### config.mk
export PLATFORM = sky130hd
export DESIGN_NAME = uart_tx_fifo
export DESIGN_NICKNAME = d
export VERILOG_FILES = /design/src/rtl/uart_tx_fifo.sv
export SDC_FILE = /design/constraint.sdc
export NUM_CORES = 1
export LEC_CHECK = 0
export CAP_MARGIN = 20
export CORE_AREA = 5 5 322 324
export DETAILED_ROUTE_END_ITERATION = 8
export DIE_AREA = 0 0 327 329
export PLACE_DENSITY = 0.66
export SYNTH_ARGS = -nofsm -noshare
export SYNTH_HDL_FRONTEND = slang
export SYNTH_SLANG_ARGS = --single-unit
### constraint.sdc
create_clock -name clk -period 4.9 [get_ports clk]
set_clock_uncertainty 0.1 [all_clocks]
set_input_delay 0.735 -clock clk [delete_from_list [all_inputs] [get_ports clk]]
set_output_delay 0.735 -clock clk [all_outputs]
set_load 0.005 [all_outputs]
### src/rtl/uart_tx_fifo.sv
module uart_tx_fifo #(
  parameter int DEPTH = 128,
  localparam int AW = $clog2(DEPTH)
) (
  input  logic       clk,
  input  logic       rst_n,
  input  logic       tick16,
  input  logic       wr_en,
  input  logic [7:0] wr_data,
  input  logic       fifo_mode,
  input  logic [1:0] word_len,
  input  logic       parity_en,
  input  logic       parity_odd,
  input  logic       two_stop,
  input  logic       ie_tx_empty,
  input  logic       isr_read,
  output logic       txd,
  output logic       thr_empty,
  output logic       tsr_empty,
  output logic       irq_tx
);
  logic [7:0]    mem [DEPTH];
  logic [AW-1:0] wptr, rptr;
  logic [AW:0]   count;
  logic [11:0]   sh, frame;
  logic [3:0]    bits_left, tcnt, nbits, wlen;
  logic          busy, pend, par;

  wire [AW:0] cap  = fifo_mode ? (AW+1)'(DEPTH) : (AW+1)'(1);
  wire        push = wr_en && (count < cap);
  wire        pop  = !busy && (count != '0);
  wire [7:0]  head = mem[rptr];

  assign wlen = 4'd5 + {2'b00, word_len};

  always_comb begin
    frame = '1;
    frame[0] = 1'b0;
    par = parity_odd;
    for (int i = 0; i < 8; i++)
      if (i < int'(wlen)) begin
        frame[i+1] = head[i];
        par = par ^ head[i];
      end
    if (parity_en) frame[int'(wlen)+1] = par;
    nbits = 4'd2 + wlen + {3'b000, parity_en} + {3'b000, two_stop};
  end

  always_ff @(posedge clk)
    if (push) mem[wptr] <= wr_data;

  always_ff @(posedge clk or negedge rst_n)
    if (!rst_n) begin
      wptr  <= '0;
      rptr  <= '0;
      count <= '0;
    end else begin
      if (push) wptr <= (wptr == AW'(DEPTH-1)) ? '0 : wptr + 1'b1;
      if (pop)  rptr <= (rptr == AW'(DEPTH-1)) ? '0 : rptr + 1'b1;
      count <= count + (AW+1)'(push) - (AW+1)'(pop);
    end

  always_ff @(posedge clk or negedge rst_n)
    if (!rst_n) begin
      busy      <= 1'b0;
      sh        <= '1;
      bits_left <= '0;
      tcnt      <= '0;
    end else if (pop) begin
      busy      <= 1'b1;
      sh        <= frame;
      bits_left <= nbits;
      tcnt      <= '0;
    end else if (busy && tick16) begin
      tcnt <= tcnt + 1'b1;
      if (tcnt == 4'd15) begin
        sh        <= {1'b1, sh[11:1]};
        bits_left <= bits_left - 1'b1;
        if (bits_left == 4'd1) busy <= 1'b0;
      end
    end

  always_ff @(posedge clk or negedge rst_n)
    if (!rst_n)                  pend <= 1'b0;
    else if (wr_en || isr_read)  pend <= 1'b0;
    else if (pop && count == 1)  pend <= 1'b1;

  assign txd       = busy ? sh[0] : 1'b1;
  assign thr_empty = (count == '0);
  assign tsr_empty = !busy && (count == '0);
  assign irq_tx    = pend && ie_tx_empty;
endmodule

Word-level counts from Yosys, hierarchy flattened
Memory sizes are Yosys's and may differ from the RTL's.
Index checks and enable logic that the tools add are counted.
{"block": "totals", "register_bits": 44, "latch_bits": 0, "mem_bits_rw": 1024, "romBits": 0, "inputBits": 20, "output_inout_bits": 4, "wordCells": 101, "memories": 1}
{"memory": "mem", "words": 128, "word_bits": 8, "rd": 1, "rd_clocked_by_memory_dff": 0, "wr": 1, "line": "22", "rtl": "logic [7:0] mem [DEPTH];"}
{"block": "op_classes", "add_sub_neg": 11, "mul": 0, "div_mod_pow": 0, "n_lt_le_gt_ge": 11, "eq_ne": 5, "shift": 0, "mux": 40, "bitwise_logic": 8, "n_reduce_logical": 17}
{"op": "12-bit 2-to-1 mux", "count": 4}
{"op": "1-bit 2-to-1 mux", "count": 26}
{"op": "4-bit 2-to-1 mux", "count": 5}
{"op": "3-bit by 4-bit less-than comparator with 1-bit output, first input constant", "count": 4}
{"op": "7-bit by 1-bit adder with 7-bit output, second input constant", "count": 2}
{"op": "7-bit == test, second input constant", "count": 2}
{"op": "7-bit 2-to-1 mux", "count": 2}
{"op": "12-bit bitwise mux", "count": 1}
{"op": "4-bit by 1-bit adder with 4-bit output", "count": 2}
{"op": "8-bit by 1-bit adder with 8-bit output", "count": 1}
{"op": "8-bit by 1-bit == test with 1-bit output, second input constant", "count": 1}
{"op": "8-bit logical NOT", "count": 1}
{"op": "1-bit by 4-bit less-than comparator with 1-bit output, first input constant", "count": 2}
{"op": "2-bit by 4-bit less-than comparator with 1-bit output, first input constant", "count": 2}
{"op": "8-bit less-than comparator", "count": 1}
{"op": "8-bit 2-to-1 mux", "count": 1}
{"op": "2-bit nonzero test", "count": 4}
{"op": "8-bit nonzero test", "count": 1}
{"op": "8-bit by 1-bit subtractor with 8-bit output", "count": 1}
{"op": "1-bit bitwise XOR", "count": 8}
{"op": "1-bit logical AND", "count": 7}
{"op": "4-bit by 1-bit adder with 5-bit output, second input constant", "count": 1}
{"op": "5-bit by 1-bit greater-or-equal comparator with 1-bit output, second input constant", "count": 1}
{"op": "5-bit less-than comparator, second input constant", "count": 1}
{"op": "11 further kinds", "count": 11}

Logic depth before layout (Yosys ltp)
{"block": "logic_depth", "word_depth": 20, "depth_mapped": 20, "depth_no_buf": 18}

Worst setup path before layout
No wires, ideal clock.
{"block": "synth_timing", "path_type": "flip-flop to flip-flop", "startpoint": "register rptr[0]", "endpoint": "register sh[5]", "setup_time_ns": 0.077, "t_arrival_ns": 3.309, "required_time_ns": 4.723, "path_slack_ns": 1.414, "path_stages_with_launch": 15, "path_buffers": 5, "period_less_slack_ns": 3.486, "path_cell_list": "dfrtp_1 > buf_6 > buf_12 > buf_6 > buf_6 > buf_4 > mux4_2 > a2111oi_2 > a22oi_2 > xnor2_1 > mux2i_2 > xnor2_2 > xnor3_2 > and2_4 > a31oi_1"}
{"block": "synth_via", "elab_chain_cells": 20, "elab_cells_between_ends": 21, "cone_classes": "mux: 12; bitwise: 8; memory: 1"}
{"item": "start: declaration", "line": "23", "rtl": "logic [AW-1:0] wptr, rptr;"}
{"item": "start signal: assignment", "line": "59", "rtl": "if (pop) rptr <= (rptr == AW'(DEPTH-1)) ? '0 : rptr + 1'b1;"}
{"item": "memory 128 x 8 bit (*)"}
{"item": "1-bit bitwise XOR", "line": "43", "rtl": "par = par ^ head[i];"}
{"item": "1-bit 2-to-1 mux", "line": "41", "rtl": "if (i < int'(wlen)) begin"}
{"item": "1-bit bitwise XOR", "line": "43"}
{"item": "1-bit 2-to-1 mux", "line": "41"}
{"item": "1-bit bitwise XOR", "line": "43"}
{"item": "1-bit 2-to-1 mux", "line": "41"}
{"item": "1-bit bitwise XOR", "line": "43"}
{"item": "[4 not listed]"}
{"item": "1-bit 2-to-1 mux", "line": "41"}
{"item": "1-bit bitwise XOR", "line": "43"}
{"item": "1-bit 2-to-1 mux", "line": "41"}
{"item": "1-bit bitwise XOR", "line": "43"}
{"item": "1-bit 2-to-1 mux", "line": "41"}
{"item": "12-bit bitwise mux", "line": "45", "rtl": "if (parity_en) frame[int'(wlen)+1] = par;"}
{"item": "12-bit 2-to-1 mux (*)", "line": "45"}
{"item": "12-bit 2-to-1 mux (*)", "line": "69", "rtl": "end else if (pop) begin"}
{"item": "end signal: assignment", "line": "71", "rtl": "sh <= frame;"}
{"item": "end signal: assignment", "line": "77", "rtl": "sh <= {1'b1, sh[11:1]};"}
{"item": "end: declaration", "line": "25", "rtl": "logic [11:0] sh, frame;"}
Every way passes the cells marked *; elsewhere a longest branch is shown, timed or not.
A chain may end at the register's enable or synchronous reset.

Worst setup path after layout
{"block": "layout_timing", "startpoint": "register rptr[1]", "endpoint": "register sh[5]"}
Same word-level chain as after synthesis.

==> reports/results.md <==
### Floorplanning
- 117 — Placement Rows
- 24 — io pins
- 42.4% — initial standard-cell utilization of the core
- 327 um — width of the die
- 101000 um^2 — core area
- 329 um — Vert. Die Dim
- 108000 um^2 — Die ar.

### Power and ir drop
- 5.6% — logic gate share of total power
- 53.1% — sequential group share of total power
- 399 nW/um^2 — Power per Cell Area
- 0.0153 uW — cell leakage power
- 4360 uW — net switching component of the power
- 310 uV — worst voltage drop across the vdd grid
- 41.3% — fraction of power consumed by the clock network
- 22.4% — switch share
- 19500 uW — post-route total power
- 15100 uW — Internal Pwr Total

### Critical path
- 430 ps — r2r setup slk
- rptr[1]$_DFFE_PN0P_ — reg-to-reg critical path startpoint
- rptr[1]$_DFFE_PN0P_ — crit path launch
- nand2b_1 — cell with the largest stage delay on the worst path
- sh[5]$_DFFE_PN1P_ — Critical path destination
- flip-flop — kind of launch point of the worst setup path
- flip-flop to flip-flop — path type of the worst setup path
- buf_12 > nand2b_1 > o22ai_1 > nor3_1 > nor4_2 > a22oi_2 > xnor2_1 > mux2i_2 > xnor2_2 > xnor3_2 > and2_4 > a31oi_1 — chain of cells forming the critical path
- sh[5]$_DFFE_PN1P_ — terminus of the critical flop-to-flop path
- 12 — worst reg2reg path depth
- flip-flop — Crit. End Element
- 5410 ps — required time reported for the critical path endpoint
- 51 — maximum fanout along the worst path
- 4990 ps — Data arrival, critical path
- 660 ps — largest stage delay on the critical path

### Detailed routing
- 21818 — vias after detailed routing
- 0 — drt drc
- met4 — uppermost layer routed
- 2531 — DRT iter0 DRCs
- 8470 um — met3 wire length
- 6 — number of detailed-route iterations in the first pass
- 0 — residual antenna-violating net count after detailed routing
- 102000 um — Final Routed Wirelength
- 5.85 — Vias/cell
- 43000 um — routed metal-1 wirelength
- 27.4 um — wire per inst
- 48100 um — total met2 wirelength after detailed routing

### Placed design
- 3533 — number of placed instances with taps included
- 457 ps — pre-CTS setup slack
- 23 — port buffer count
- 64300 um — post-detailed-placement half-perimeter wirelength
- 0.907 — routability congestion estimate

### Cells and area
- 2380 — NumNets Final
- 27.1% — share of post-route cells with drive strength above 1
- 14.3% — synthesis-to-finish area growth
- 8031 — fillers
- 3729 — Finished Layout Cells
- 0 — number of antenna cells inserted

### Clocking
- 0 — buffers inserted during post-CTS setup optimization
- 105 — number of CTS-inserted buffers
- done — CTS tree
- 3 — Clock Tree Buf Depth
- 70 ps — clock slew at the register clock pins of the worst setup and hold paths
- 1068 — sinks on the clock net
- 0 — number of instances resized during post-cts repair
- 700 ps — worst-skew pair later-pin latency
- clkbuf_16 — clock root buffer
- 0 — CTS hold repair buffers
- 3 — number of levels the H-tree was split into

### STA
- 91.3% — period utilization
- 0 ps — setup TNS after final layout
- 0 — Final Hold Fails
- 0 — number of setup violations in the final report
- no — unrepaired setup endpoints after global routing
- 4470 ps — clock period minus worst slack
- 427 ps — slack of the critical path
- 0 — Final Max Slew Viols
- 224 MHz — Max Clock Freq
- 31.3% — Rel. slew slack
- 1030 ps — Least-Margin Pin Slew
- 27.5 ps — Min Hold Slack

### Logic synthesis
- edfxtp_1 72%, mux4_2 12%, dfrtp_1 1.9% — cell types with the largest area share after synthesis
- 1068 — Seq cells post-synth
- edfxtp_1 — most area-hungry cell type in the Yosys netlist
- 20.1 um^2 — Syn Area/Cell
- 2132 — cell count after synthesis
- edfxtp_1 — top_reg_cell synth
- 42800 um^2 — cell area after technology mapping
- 2181 — Net Count, Synth
- 75 — Yosys cell types
- 1024 x edfxtp_1, 237 x mux4_2, 178 x nor2_1 — commonest cells in the netlist
- 74.5% — fraction of the yosys area taken by sequential cells
- 71.9% — share of the synthesized area in the top cell type
- 4.12% — share of synthesized registers carrying an async set or reset
- 0 — total number of yosys warnings
- edfxtp_1 — top-count cell post-synth
- 1024 — Post-synth EDFFs

### GRT
- 0 — initial antenna violation count
- 22160 — via count of the first global-routing pass
- 90 — largest net degree at the start of global routing
- 152000 um — global-route wire length before repair
- 0 — aggregate global routing overflow
- 19.0% — GRT Total Usage

### Run status
- complete, no violations — run status

### Flow run
- 0 — number of max-cap violations

### Min path
- input port to async pin — kind of path behind the tightest hold check

per-layer routing:
| metal | vias to the layer above | GRT usage (%) |
|---|---|---|
| met2 | 998 | 29.6 |
| li1 | 9096 | - |
| met1 | 11555 | 28.0 |
| met5 | - | 0 |
| met4 | 0 | 5.15 |
| met3 | 169 | 3.41 |
worst min-delay path by stage:
stage / endpoint / cells past startpoint
2_1_floorplan: bits_left[0]$_DFFE_PN0P_ / 0
3_3_place_gp: sh[11]$_DFFE_PN1P_ / 2
3_5_place_dp: sh[11]$_DFFE_PN1P_ / 2
4_1_cts: count[5]$_DFF_PN0_ / 2
5_1_grt: count[5]$_DFF_PN0_ / 2
6_report: count[5]$_DFF_PN0_ / 2
power groups by stage:
stage / sequential [uW] / combinational [uW] / clock (uW)
6_report: 10400 / 1080 / 8050
5_1_grt: 10400 / 1180 / 8590
4_1_cts: 10300 / 1090 / 8190
3_5_place_dp: 10500 / 1080 / 0
3_3_place_gp: 10500 / 1020 / 0
2_1_floorplan: 10500 / 635 / 0
placed cells by master, fill, tap and decap left out, types with 10 or more instances in the layout:
master / netlist / layout
a22oi_1: 14 / 14
clkbuf_16: 0 / 105
inv_1: 26 / 26
mux2_2: 33 / 33
mux4_2: 237 / 237
ha_1: 27 / 27
o21ai_0: 30 / 30
nor2_1: 178 / 178
a21oi_1: 27 / 27
edfxtp_1: 1024 / 1024
mux4_1: 12 / 12
nand2_1: 87 / 87
nor2b_1: 10 / 10
a221oi_1: 13 / 13
nand3_1: 24 / 24
o22ai_1: 31 / 31
dfstp_2: 12 / 12
buf_12: 3 / 13
nand4_1: 11 / 11
xnor2_1: 13 / 13
nor3_1: 11 / 11
mux2i_1: 67 / 67
buf_4: 18 / 175
clkdlybuf4s50_1: 0 / 14
clkinv_1: 1 / 18
dfrtp_1: 32 / 27
clkinv_2: 0 / 24
clkbuf_1: 32 / 16
stage by stage:
| step | utilization (%) | cell area [um^2] |
|---|---|---|
| after floorplan | - | 42800 |
| after global placement | 45.0 | 45400 |
| after detailed placement | 45.0 | 45400 |
| after CTS | 48.5 | 48900 |
| after global routing | 48.5 | 48900 |
| final | 48.5 | 48900 |
registers in the layout (all words and copies together), names as in the netlist:
register   flops
bits_left      4
busy           1
count          8
mem         1024
pend           1
rptr           7
sh            12
tcnt           4
wptr           7
layout make-up:
type                       instances  area (um^2)  share of cell area [%]
sequential                      1068        31900                    65.2
inverter                          29          114                   0.233
clock inverter                    70          759                    1.55
clock buffer                     126         2760                    5.64
tap                             1309         1640                    3.35
timing repair buffer             203         1720                    3.52
multi-input combinational        924        10000                    20.5
kinds of logic (layout without fill, tap and decap cells):
group | after synthesis | count (layout) | share of synthesized area [%]
flip-flops | 1068 | 1068 | 74.5
AND/OR/NAND/NOR | 359 | 359 | 3.66
multiplexers | 350 | 350 | 15.7
AO/OA/AOI/OAI | 161 | 161 | 2.59
buffers and inverters | 140 | 428 | 2.04
adder cells (fa/ha/maj) | 29 | 29 | 0.884
XOR/XNOR | 25 | 25 | 0.597
critical path, delay by kind of cell, from the launching register on:
kind	cells	cell delay, ps
mux	1	220
compound gates	3	700
xor+xnor	3	790
buf+inv	1	370
flops	1	650
simple gates	4	1500
No activity file was read; power rests on OpenSTA's default activity.
